`src/rtl/msw_pkg.sv`:
```
package msw_pkg;

    localparam int DEF_N_CELLS  = 256;
    localparam int DEF_N_LEVELS = 10;

    // value every cell holds before a stress operation
    localparam logic EXPECT_BIT = 1'b1;

    // analog phase indices
    localparam int PH_STRESS  = 0;
    localparam int PH_READ    = 1;
    localparam int PH_RESTORE = 2;
    localparam int NUM_PH     = 3;

    typedef enum logic [2:0] {
        SW_IDLE,
        SW_STRESS,
        SW_READ,
        SW_RESTORE,
        SW_STEP,
        SW_EVAL
    } msw_state_e;

    function automatic logic is_flipped(input logic sensed);
        return sensed != EXPECT_BIT;
    endfunction

endpackage

```
`src/rtl/msw_phase_timer.sv`:
```
module msw_phase_timer #(
    parameter int MIN_CYC = 1
) (
    input  logic clk,
    input  logic rst,
    input  logic req,
    input  logic ack,
    output logic fin
);
    localparam int CW = (MIN_CYC > 1) ? $clog2(MIN_CYC) : 1;
    localparam logic [CW-1:0] LAST = CW'(MIN_CYC - 1);

    logic [CW-1:0] cnt_q;
    logic          elapsed;

    assign elapsed = (cnt_q == LAST);

    always_ff @(posedge clk) begin
        if (rst || !req) begin
            cnt_q <= '0;
        end else if (!elapsed) begin
            cnt_q <= cnt_q + 1'b1;
        end
    end

    assign fin = req && ack && elapsed;

endmodule

```
`src/rtl/msw_cell_scan.sv`:
```
module msw_cell_scan #(
    parameter int N_CELLS = msw_pkg::DEF_N_CELLS,
    localparam int ADDR_W = $clog2(N_CELLS)
) (
    input  logic              clk,
    input  logic              rst,
    input  logic              clr,
    input  logic              step,
    output logic [ADDR_W-1:0] addr,
    output logic              last
);
    localparam logic [ADDR_W-1:0] TOP = ADDR_W'(N_CELLS - 1);

    logic [ADDR_W-1:0] addr_q;

    always_ff @(posedge clk) begin
        if (rst || clr) begin
            addr_q <= '0;
        end else if (step && addr_q != TOP) begin
            addr_q <= addr_q + 1'b1;
        end
    end

    assign addr = addr_q;
    assign last = (addr_q == TOP);

endmodule

```
`src/rtl/msw_flip_count.sv`:
```
module msw_flip_count #(
    parameter int N_CELLS = msw_pkg::DEF_N_CELLS,
    localparam int CNT_W = $clog2(N_CELLS + 1)
) (
    input  logic             clk,
    input  logic             rst,
    input  logic             clr,
    input  logic             capture,
    input  logic             sensed,
    output logic             flipped,
    output logic [CNT_W-1:0] count
);
    import msw_pkg::*;

    localparam logic [CNT_W-1:0] FULL = CNT_W'(N_CELLS);

    logic [CNT_W-1:0] cnt_q;

    assign flipped = is_flipped(sensed);

    always_ff @(posedge clk) begin
        if (rst || clr) begin
            cnt_q <= '0;
        end else if (capture && flipped && cnt_q != FULL) begin
            cnt_q <= cnt_q + 1'b1;
        end
    end

    assign count = cnt_q;

endmodule

```
`src/rtl/msw_sweep_ctrl.sv`:
```
module msw_sweep_ctrl #(
    parameter int N_CELLS     = msw_pkg::DEF_N_CELLS,
    parameter int N_LEVELS    = msw_pkg::DEF_N_LEVELS,
    parameter int STRESS_CYC  = 20,
    parameter int READ_CYC    = 2,
    parameter int RESTORE_CYC = 2,
    localparam int ADDR_W = $clog2(N_CELLS),
    localparam int CNT_W  = $clog2(N_CELLS + 1),
    localparam int LVL_W  = (N_LEVELS > 1) ? $clog2(N_LEVELS) : 1
) (
    input  logic              clk,
    input  logic              rst,
    input  logic              start,
    input  logic [CNT_W-1:0]  threshold,
    output logic              stress_req,
    output logic [LVL_W-1:0]  stress_lvl,
    input  logic              stress_ack,
    output logic [ADDR_W-1:0] cell_addr,
    output logic              read_req,
    input  logic              read_ack,
    input  logic              read_bit,
    output logic              restore_req,
    input  logic              restore_ack,
    output logic              busy,
    output logic              done,
    output logic [LVL_W-1:0]  level_out,
    output logic              saturated
);
    import msw_pkg::*;

    localparam logic [LVL_W-1:0] TOP_LVL = LVL_W'(N_LEVELS - 1);

    msw_state_e        state_q;
    logic [LVL_W-1:0]  level_q;
    logic [CNT_W-1:0]  thr_q;
    logic [LVL_W-1:0]  lvl_out_q;
    logic              sat_q;
    logic              done_q;

    logic [NUM_PH-1:0] ph_req;
    logic [NUM_PH-1:0] ph_ack;
    logic [NUM_PH-1:0] ph_fin;

    logic              scan_last;
    logic              cell_flipped;
    logic [CNT_W-1:0]  flip_cnt;
    logic              met;

    assign ph_req[PH_STRESS]  = (state_q == SW_STRESS);
    assign ph_req[PH_READ]    = (state_q == SW_READ);
    assign ph_req[PH_RESTORE] = (state_q == SW_RESTORE);
    assign ph_ack[PH_STRESS]  = stress_ack;
    assign ph_ack[PH_READ]    = read_ack;
    assign ph_ack[PH_RESTORE] = restore_ack;

    for (genvar g = 0; g < NUM_PH; g++) begin : g_phase
        localparam int MC = (g == PH_STRESS) ? STRESS_CYC :
                            (g == PH_READ)   ? READ_CYC   : RESTORE_CYC;
        msw_phase_timer #(.MIN_CYC(MC)) u_tmr (
            .clk (clk),
            .rst (rst),
            .req (ph_req[g]),
            .ack (ph_ack[g]),
            .fin (ph_fin[g])
        );
    end

    // address and count restart at every stress operation
    msw_cell_scan #(.N_CELLS(N_CELLS)) u_scan (
        .clk  (clk),
        .rst  (rst),
        .clr  (ph_req[PH_STRESS]),
        .step (state_q == SW_STEP),
        .addr (cell_addr),
        .last (scan_last)
    );

    msw_flip_count #(.N_CELLS(N_CELLS)) u_cnt (
        .clk     (clk),
        .rst     (rst),
        .clr     (ph_req[PH_STRESS]),
        .capture (ph_fin[PH_READ]),
        .sensed  (read_bit),
        .flipped (cell_flipped),
        .count   (flip_cnt)
    );

    assign met = (flip_cnt >= thr_q);

    always_ff @(posedge clk) begin
        if (rst) begin
            state_q   <= SW_IDLE;
            level_q   <= '0;
            thr_q     <= '0;
            lvl_out_q <= '0;
            sat_q     <= 1'b0;
            done_q    <= 1'b0;
        end else begin
            done_q <= 1'b0;
            unique case (state_q)
                SW_IDLE: begin
                    if (start) begin
                        thr_q   <= threshold;
                        level_q <= '0;
                        state_q <= SW_STRESS;
                    end
                end
                SW_STRESS: begin
                    if (ph_fin[PH_STRESS]) state_q <= SW_READ;
                end
                SW_READ: begin
                    if (ph_fin[PH_READ]) begin
                        state_q <= cell_flipped ? SW_RESTORE : SW_STEP;
                    end
                end
                SW_RESTORE: begin
                    if (ph_fin[PH_RESTORE]) state_q <= SW_STEP;
                end
                SW_STEP: begin
                    state_q <= scan_last ? SW_EVAL : SW_READ;
                end
                SW_EVAL: begin
                    if (met || level_q == TOP_LVL) begin
                        done_q    <= 1'b1;
                        lvl_out_q <= level_q;
                        sat_q     <= !met;
                        state_q   <= SW_IDLE;
                    end else begin
                        level_q <= level_q + 1'b1;
                        state_q <= SW_STRESS;
                    end
                end
                default: state_q <= SW_IDLE;
            endcase
        end
    end

    assign stress_req  = ph_req[PH_STRESS];
    assign read_req    = ph_req[PH_READ];
    assign restore_req = ph_req[PH_RESTORE];
    assign stress_lvl  = level_q;
    assign busy        = (state_q != SW_IDLE);
    assign done        = done_q;
    assign level_out   = lvl_out_q;
    assign saturated   = sat_q;

endmodule

```
`config.mk`:
```
export PLATFORM = sky130hd
export DESIGN_NAME = msw_sweep_ctrl
export DESIGN_NICKNAME = d
export VERILOG_FILES = /design/src/rtl/msw_pkg.sv /design/src/rtl/msw_phase_timer.sv /design/src/rtl/msw_cell_scan.sv /design/src/rtl/msw_flip_count.sv /design/src/rtl/msw_sweep_ctrl.sv
export SDC_FILE = /design/constraint.sdc
export NUM_CORES = 1
export LEC_CHECK = 0
export BUFFER_PORTS_ARGS = -buffer_cell sky130_fd_sc_hd__buf_2
export CAP_MARGIN = 20
export CORE_ASPECT_RATIO = 0.75
export CORE_UTILIZATION = 56
export DETAILED_ROUTE_END_ITERATION = 10
export PLACE_DENSITY = 0.89
export RECOVER_POWER = 100
export SYNTH_ARGS = -nofsm -noshare
export SYNTH_HDL_FRONTEND = slang
export SYNTH_SLANG_ARGS = --single-unit
```
`constraint.sdc`:
```
create_clock -name clk -period 2.09 [get_ports clk]
set_input_delay 0.418 -clock clk [delete_from_list [all_inputs] [get_ports clk]]
set_output_delay 0.418 -clock clk [all_outputs]
set_load 0.05 [all_outputs]
```
==> results of run 1 <==
-- cell usage in the layout, fill, tap and decap left out, types with 2 or more instances in the layout --
master    instances
o21ai_0           3
and3_1            4
clkbuf_1         19
o21a_1            3
nor4b_1           3
xor2_1           14
mux2i_1           7
nand4_1           9
or3_1             2
nand3b_1          2
and2_1            3
nor2_1           27
xnor2_1           5
nor2_2            5
dfxtp_1          45
buf_2            17
nor3_1            7
clkbuf_2          3
inv_1            16
a21oi_1          18
a211oi_1          2
and4_1            2
or2_2             2
nor3b_1           2
nand2_1          44
clkbuf_8          6
nand3_1          10
ha_1             15
-- layout make-up --
class,count,area (sq um)
Fill cell,356,1370
Multi-Input combinational cell,207,1330
Sequential cell,46,922
Timing Repair Buffer,40,179
Clock buffer,6,82.6
Tap cell,55,68.8
Inverter,17,63.8
Clock inverter,2,12.5
-- metrics by stage --
step	utilization [%]	instance area (sq um)	power (mW)	cells
after floorplan	-	2360	1.55	280
after global placement	64.3	2590	1.68	365
after global routing	66.0	2660	2.37	373
after detailed placement	64.3	2590	1.70	365
after CTS	66.7	2690	2.26	373
final	66.0	2660	2.24	373
-- power groups by stage --
stage / sequential (mW) / clock [mW] / combinational, mW
after floorplan: 0.988 / 0 / 0.561
after global placement: 1.01 / 0 / 0.673
after detailed placement: 1.01 / 0 / 0.691
after CTS: 0.989 / 0.579 / 0.696
after global routing: 0.999 / 0.615 / 0.752
final: 0.989 / 0.571 / 0.683
-- path summary, 6_finish.rpt --
kind / end / slack [ns] / depth (start not counted)
setup / recovery: read_req / 0.09 / 3
hold / removal: thr_q[4] / 0.34 / 3
setup reg to reg: stress_lvl[1] / 0.15 / 5
hold reg to reg: thr_q[8] / 0.46 / 2
-- sequential cells by signal (all words and copies together), names as in the netlist --
| register | cells |
|---|---|
| g_phase.u_tmr.cnt_q | 7 |
| done | 1 |
| u_scan.addr | 8 |
| thr_q | 9 |
| stress_lvl | 4 |
| level_out | 4 |
| u_cnt.count | 9 |
| state_q | 3 |
| saturated | 1 |
-- worst min-delay path, cell delays in order --
cell and delay (ns):
buf_2 0.09, nand2_1 0.05, a21oi_1 0.05
-- metal layers --
metal	global-route usage, %	wire length [um]	up-vias
met4	6.59	36	0
met5	0	0	-
li1	-	-	1030
met2	42.9	2530	51
met3	4.88	315	6
met1	32.4	2330	991
-- logic make-up after synthesis --
group | after synthesis | share of synthesized area, %
DFF | 46 | 39.1
muxes | 7 | 2.98
adders and majority gates | 15 | 7.97
and+or+nand+nor | 130 | 27.8
xor gates and xnor gates | 19 | 7.07
AOI/OAI and AO/OA | 36 | 9.99
buffers and inverters | 27 | 5.05
==> results.toml, run 1 <==
[critical_path]
r2r_start = "state_q[2]"
critical_path_required_ns = 1.67
cp-start-kind = "flip-flop"
path_max_fanout = 12
path_cells = "or3b_1 > inv_1 > clkbuf_2"
cp_num_buf_inv = 2
critPathMaxStageDelay_ns = 0.50
critPathKind = "reg2out"
critical-path-top-delay-family = "simple AND/OR/NAND/NOR gates"
slowest_stage = "or3b_1"
startpoint = "state_q[0]"
arrival_ns = 1.58
critical_path.endpoint_type = "output port"

[timing]
hold_slack_ns = 0.343
period_share_pct = 95.7
final-max-slew-violation-count = 0
rsz0062_at_grt = "no"
period_minus_slack_ns = 2.00
setup_viol = 0
finClkSkew_ns = 0.00768
slew_headroom_pct = 57.7
worst_pin_slew_ns = 0.634
setup-tns-final_ns = 0
setup_ws_ns = 0.0892
hold_viol_final = 0
fmax_mhz = 500

[clock_network]
hold_buffers = 0
tritoncts = "yes"
clock-sinks = 46
post_cts_buffers = 0
path_clk_slew_ns = 0.09
numCtsBuffers = 5
cts_resized = 0
clk_latency_ns = 0.31
htreeDepth = 2
root_buffer = "clkbuf_8"
clock_path_buffers = 2

[cells_and_area]
fin_nets = 348
areaGrowthSynthToFinish_pct = 12.9
drive_gt1_share_pct = 14.2
antenna_cells = 0

[global_route]
grt_use_total_pct = 25.0
antenna_found_initial = 0
grt_max_degree = 18
grt_pass1_vias = 1921
grt_first_pass_wirelength_um = 8730
overflow = 0

[placement]
place_ws_ns = 0.0895
globalplace.congestion = 0.814
port-buffer-count = 37
hpwl_um = 3740

[drt]
routed_wl_um = 5210
vias = 2078
route.detailed.drc = 0
vias_per_cell = 5.57
drtIter0Drc = 137
post_drt_wl_per_cell_um = 14.0
ant_nets = 0
drtPass1Iterations = 5

[logic_synthesis]
synth-seq-cells = 46
ys.flop_type = "dfxtp_1"
synth_area_per_cell_sq_um = 8.41
synth_edf_count = 0
syn-num-nets = 311
synth-warning-count = 0
synthCells = 280
ys_async_sr_fraction_pct = 0
synthTopCellsByCount = "dfxtp_1, nand2_1, nor2_1"
synth.top_cell.area_share_pct = 39.1
yosys.area.top_type = "dfxtp_1"
ys_types = 43
synth_area_leaders = "dfxtp_1, ha_1, nand2_1"
synth.most_common_cell = "dfxtp_1"
syn_area_sq_um = 2350
ys_seq_area_share_pct = 39.1

[hold_path]
min_path_type = "in2reg"
holdCritStartpoint = "threshold[4]"

[die]
rows = 20
die_area_sq_um = 4470
fp.dieW_um = 76.9
io_pins = 38
initial_core_util_pct = 58.4
core_area_sq_um = 4030
die_h_um = 58.2

[power_and_ir_drop]
seqPwrFrac_pct = 44.1
p_clk_share_pct = 25.5
p_leak_nw = 1.05
p_comb_share_pct = 30.5
p_per_area_nw_per_um2 = 844
switching_share_pct = 37.3
intPower_mw = 1.41
switchingPower_mw = 0.836
peakVddDrop_uv = 608

[status]
status = "complete, no violations"

[flow_run]
drv_cap = 0
Power figures use the tool's default switching activity.
==> run 2: changes to the inputs <==
==> constraint.sdc (replaced) <==
create_clock -name clk -period 1.95 [get_ports clk]
set_input_delay 0.39 -clock clk [delete_from_list [all_inputs] [get_ports clk]]
set_output_delay 0.39 -clock clk [all_outputs]
set_load 0.05 [all_outputs]
==> run 2 against run 1 <==
  * Critical path depth increased by 5
  * Critical path type is now reg2reg
  * Flip-flop and latch count unchanged
  * Cell area increased by 2.2%
  * Global-route usage decreased by 0.55 points
  * Critical endpoint is now state_q[0]
  * Sequential power increased by 7%
  * Clock skew increased by 0.0025 ns
  * Worst setup slack got worse by 0.029 ns
  * Cell count increased by 1.1%
  * Utilization increased by 1.4 points
  * Register-to-register slack got worse by 0.09 ns
  * Non-clock buffer count increased by 4
  * Clock power increased by 11%
==> results.toml, run 2 (synthesis gave the netlist of run 1 again) <==
[die]
die_area_sq_um = 4470
core_area_sq_um = 4030
fp.dieW_um = 76.9
die_h_um = 58.2
io_pins = 38
rows = 20
initial_core_util_pct = 58.4

[clock_network]
tritoncts = "yes"
clock-sinks = 46
post_cts_buffers = 0
path_clk_slew_ns = 0.09
clock_path_buffers = 2
clk_latency_ns = 0.30
htreeDepth = 2
numCtsBuffers = 5
root_buffer = "clkbuf_8"

[cells_and_area]
fin_util_pct = 67.4
final_common_cell = "dfxtp_1"
final_cell_mix = "dfxtp_1, nand2_1, nor2_1"
areaGrowthSynthToFinish_pct = 15.4
antenna_cells = 0
nFillCells = 349
fin_nets = 352
drive_gt1_share_pct = 17.1
final_area_sq_um = 2720

[timing]
setup_viol = 0
hold_viol_final = 0
period_share_pct = 96.9
worst_pin_slew_ns = 0.606
finClkSkew_ns = 0.0102
setup_ws_ns = 0.0597
fmax_mhz = 529
slew_headroom_pct = 59.8
period_minus_slack_ns = 1.89
hold_slack_ns = 0.318
rsz0062_at_grt = "yes"
final-max-slew-violation-count = 0

[critical_path]
critPathKind = "reg2reg"
path_cells = "inv_1 > ha_1 > nor2b_1 > o21ai_0 > a21oi_2 > buf_4 > nand2_1 > a311oi_1"
arrival_ns = 2.10
slowest_stage = "dfxtp_1"
cp-start-kind = "flip-flop"
path_max_fanout = 5
critPathMaxStageDelay_ns = 0.34
critical_path_required_ns = 2.16
cp_num_buf_inv = 2
critical-path-top-delay-family = "compound AO/OA/AOI/OAI gates"
critical_path.endpoint_type = "flip-flop"

[placement]
place_area_sq_um = 2620
globalplace.congestion = 0.833
place_ws_ns = 0.103
hpwl_um = 3750
port-buffer-count = 37

[hold_path]
min_path_type = "in2reg"

[power_and_ir_drop]
p_total_mw = 2.50
p_leak_nw = 1.06
p_per_area_nw_per_um2 = 920
peakVddDrop_uv = 755

[drt]
drtPass1Iterations = 4
post_drt_wl_per_cell_um = 13.5
route.detailed.drc = 0
ant_nets = 0
vias_per_cell = 5.40
routed_wl_um = 5090
drtIter0Drc = 119
vias = 2036

[global_route]
grt_first_pass_wirelength_um = 8490
grt_max_degree = 18
antenna_found_initial = 0
grt_use_total_pct = 24.4
grt_pass1_vias = 1888
overflow = 0

[status]
status = "complete, no violations"

[flow_run]
drv_cap = 0
==> run 2: final timing paths <==
| check | startpoint | end | slack, ns | depth (start not counted) |
|---|---|---|---|---|
| worst min-delay path | threshold[1] | thr_q[1] | 0.32 | 3 |
| worst min register to register | level_out[1] | level_out[1] | 0.47 | 2 |
| worst max register to register | u_cnt.count[0] | state_q[0] | 0.06 | 8 |
| worst max-delay path | u_cnt.count[0] | state_q[0] | 0.06 | 8 |
==> run 2: metrics by stage <==
stage,cells,setup TNS [ns]
floorplan,280,0
global placement,369,0
detailed placement,369,0
CTS,377,0
global route,377,-0.0340
finish,377,0
==> run 2: cell type report <==
cell class / instances / area, sq um / share of cell area [%]
Clock buffer: 6 / 82.6 / 3.04
Clock inverter: 2 / 16.3 / 0.599
Inverter: 17 / 63.8 / 2.35
Multi-Input combinational cell: 207 / 1350 / 49.7
Sequential cell: 46 / 922 / 33.9
Tap cell: 55 / 68.8 / 2.53
Timing Repair Buffer: 44 / 214 / 7.88
==> run 2: layer usage <==
layer,vias to the layer above,global-route usage (%),routed length [um]
met2,50,43.0,2430
li1,1037,-,-
met1,942,30.7,2360
met5,-,0,0
met4,0,6.59,49
met3,7,5.04,259
==> run 2: tightest hold or removal path: stages <==
cell	delay [ns]
buf_2	0.10
nand2_1	0.05
a21oi_1	0.05
==> run 2: power breakdown <==
group	internal, mW	switching (mW)
registers	1.01	0.0571
clock network	0.292	0.343
logic	0.274	0.528
total	1.57	0.928
==> run 2: timing repair <==
item	CTS	global route
pin swaps	0	0
hold buffers	0	0
setup endpoints to repair	1	9
gates resized for setup	1	7
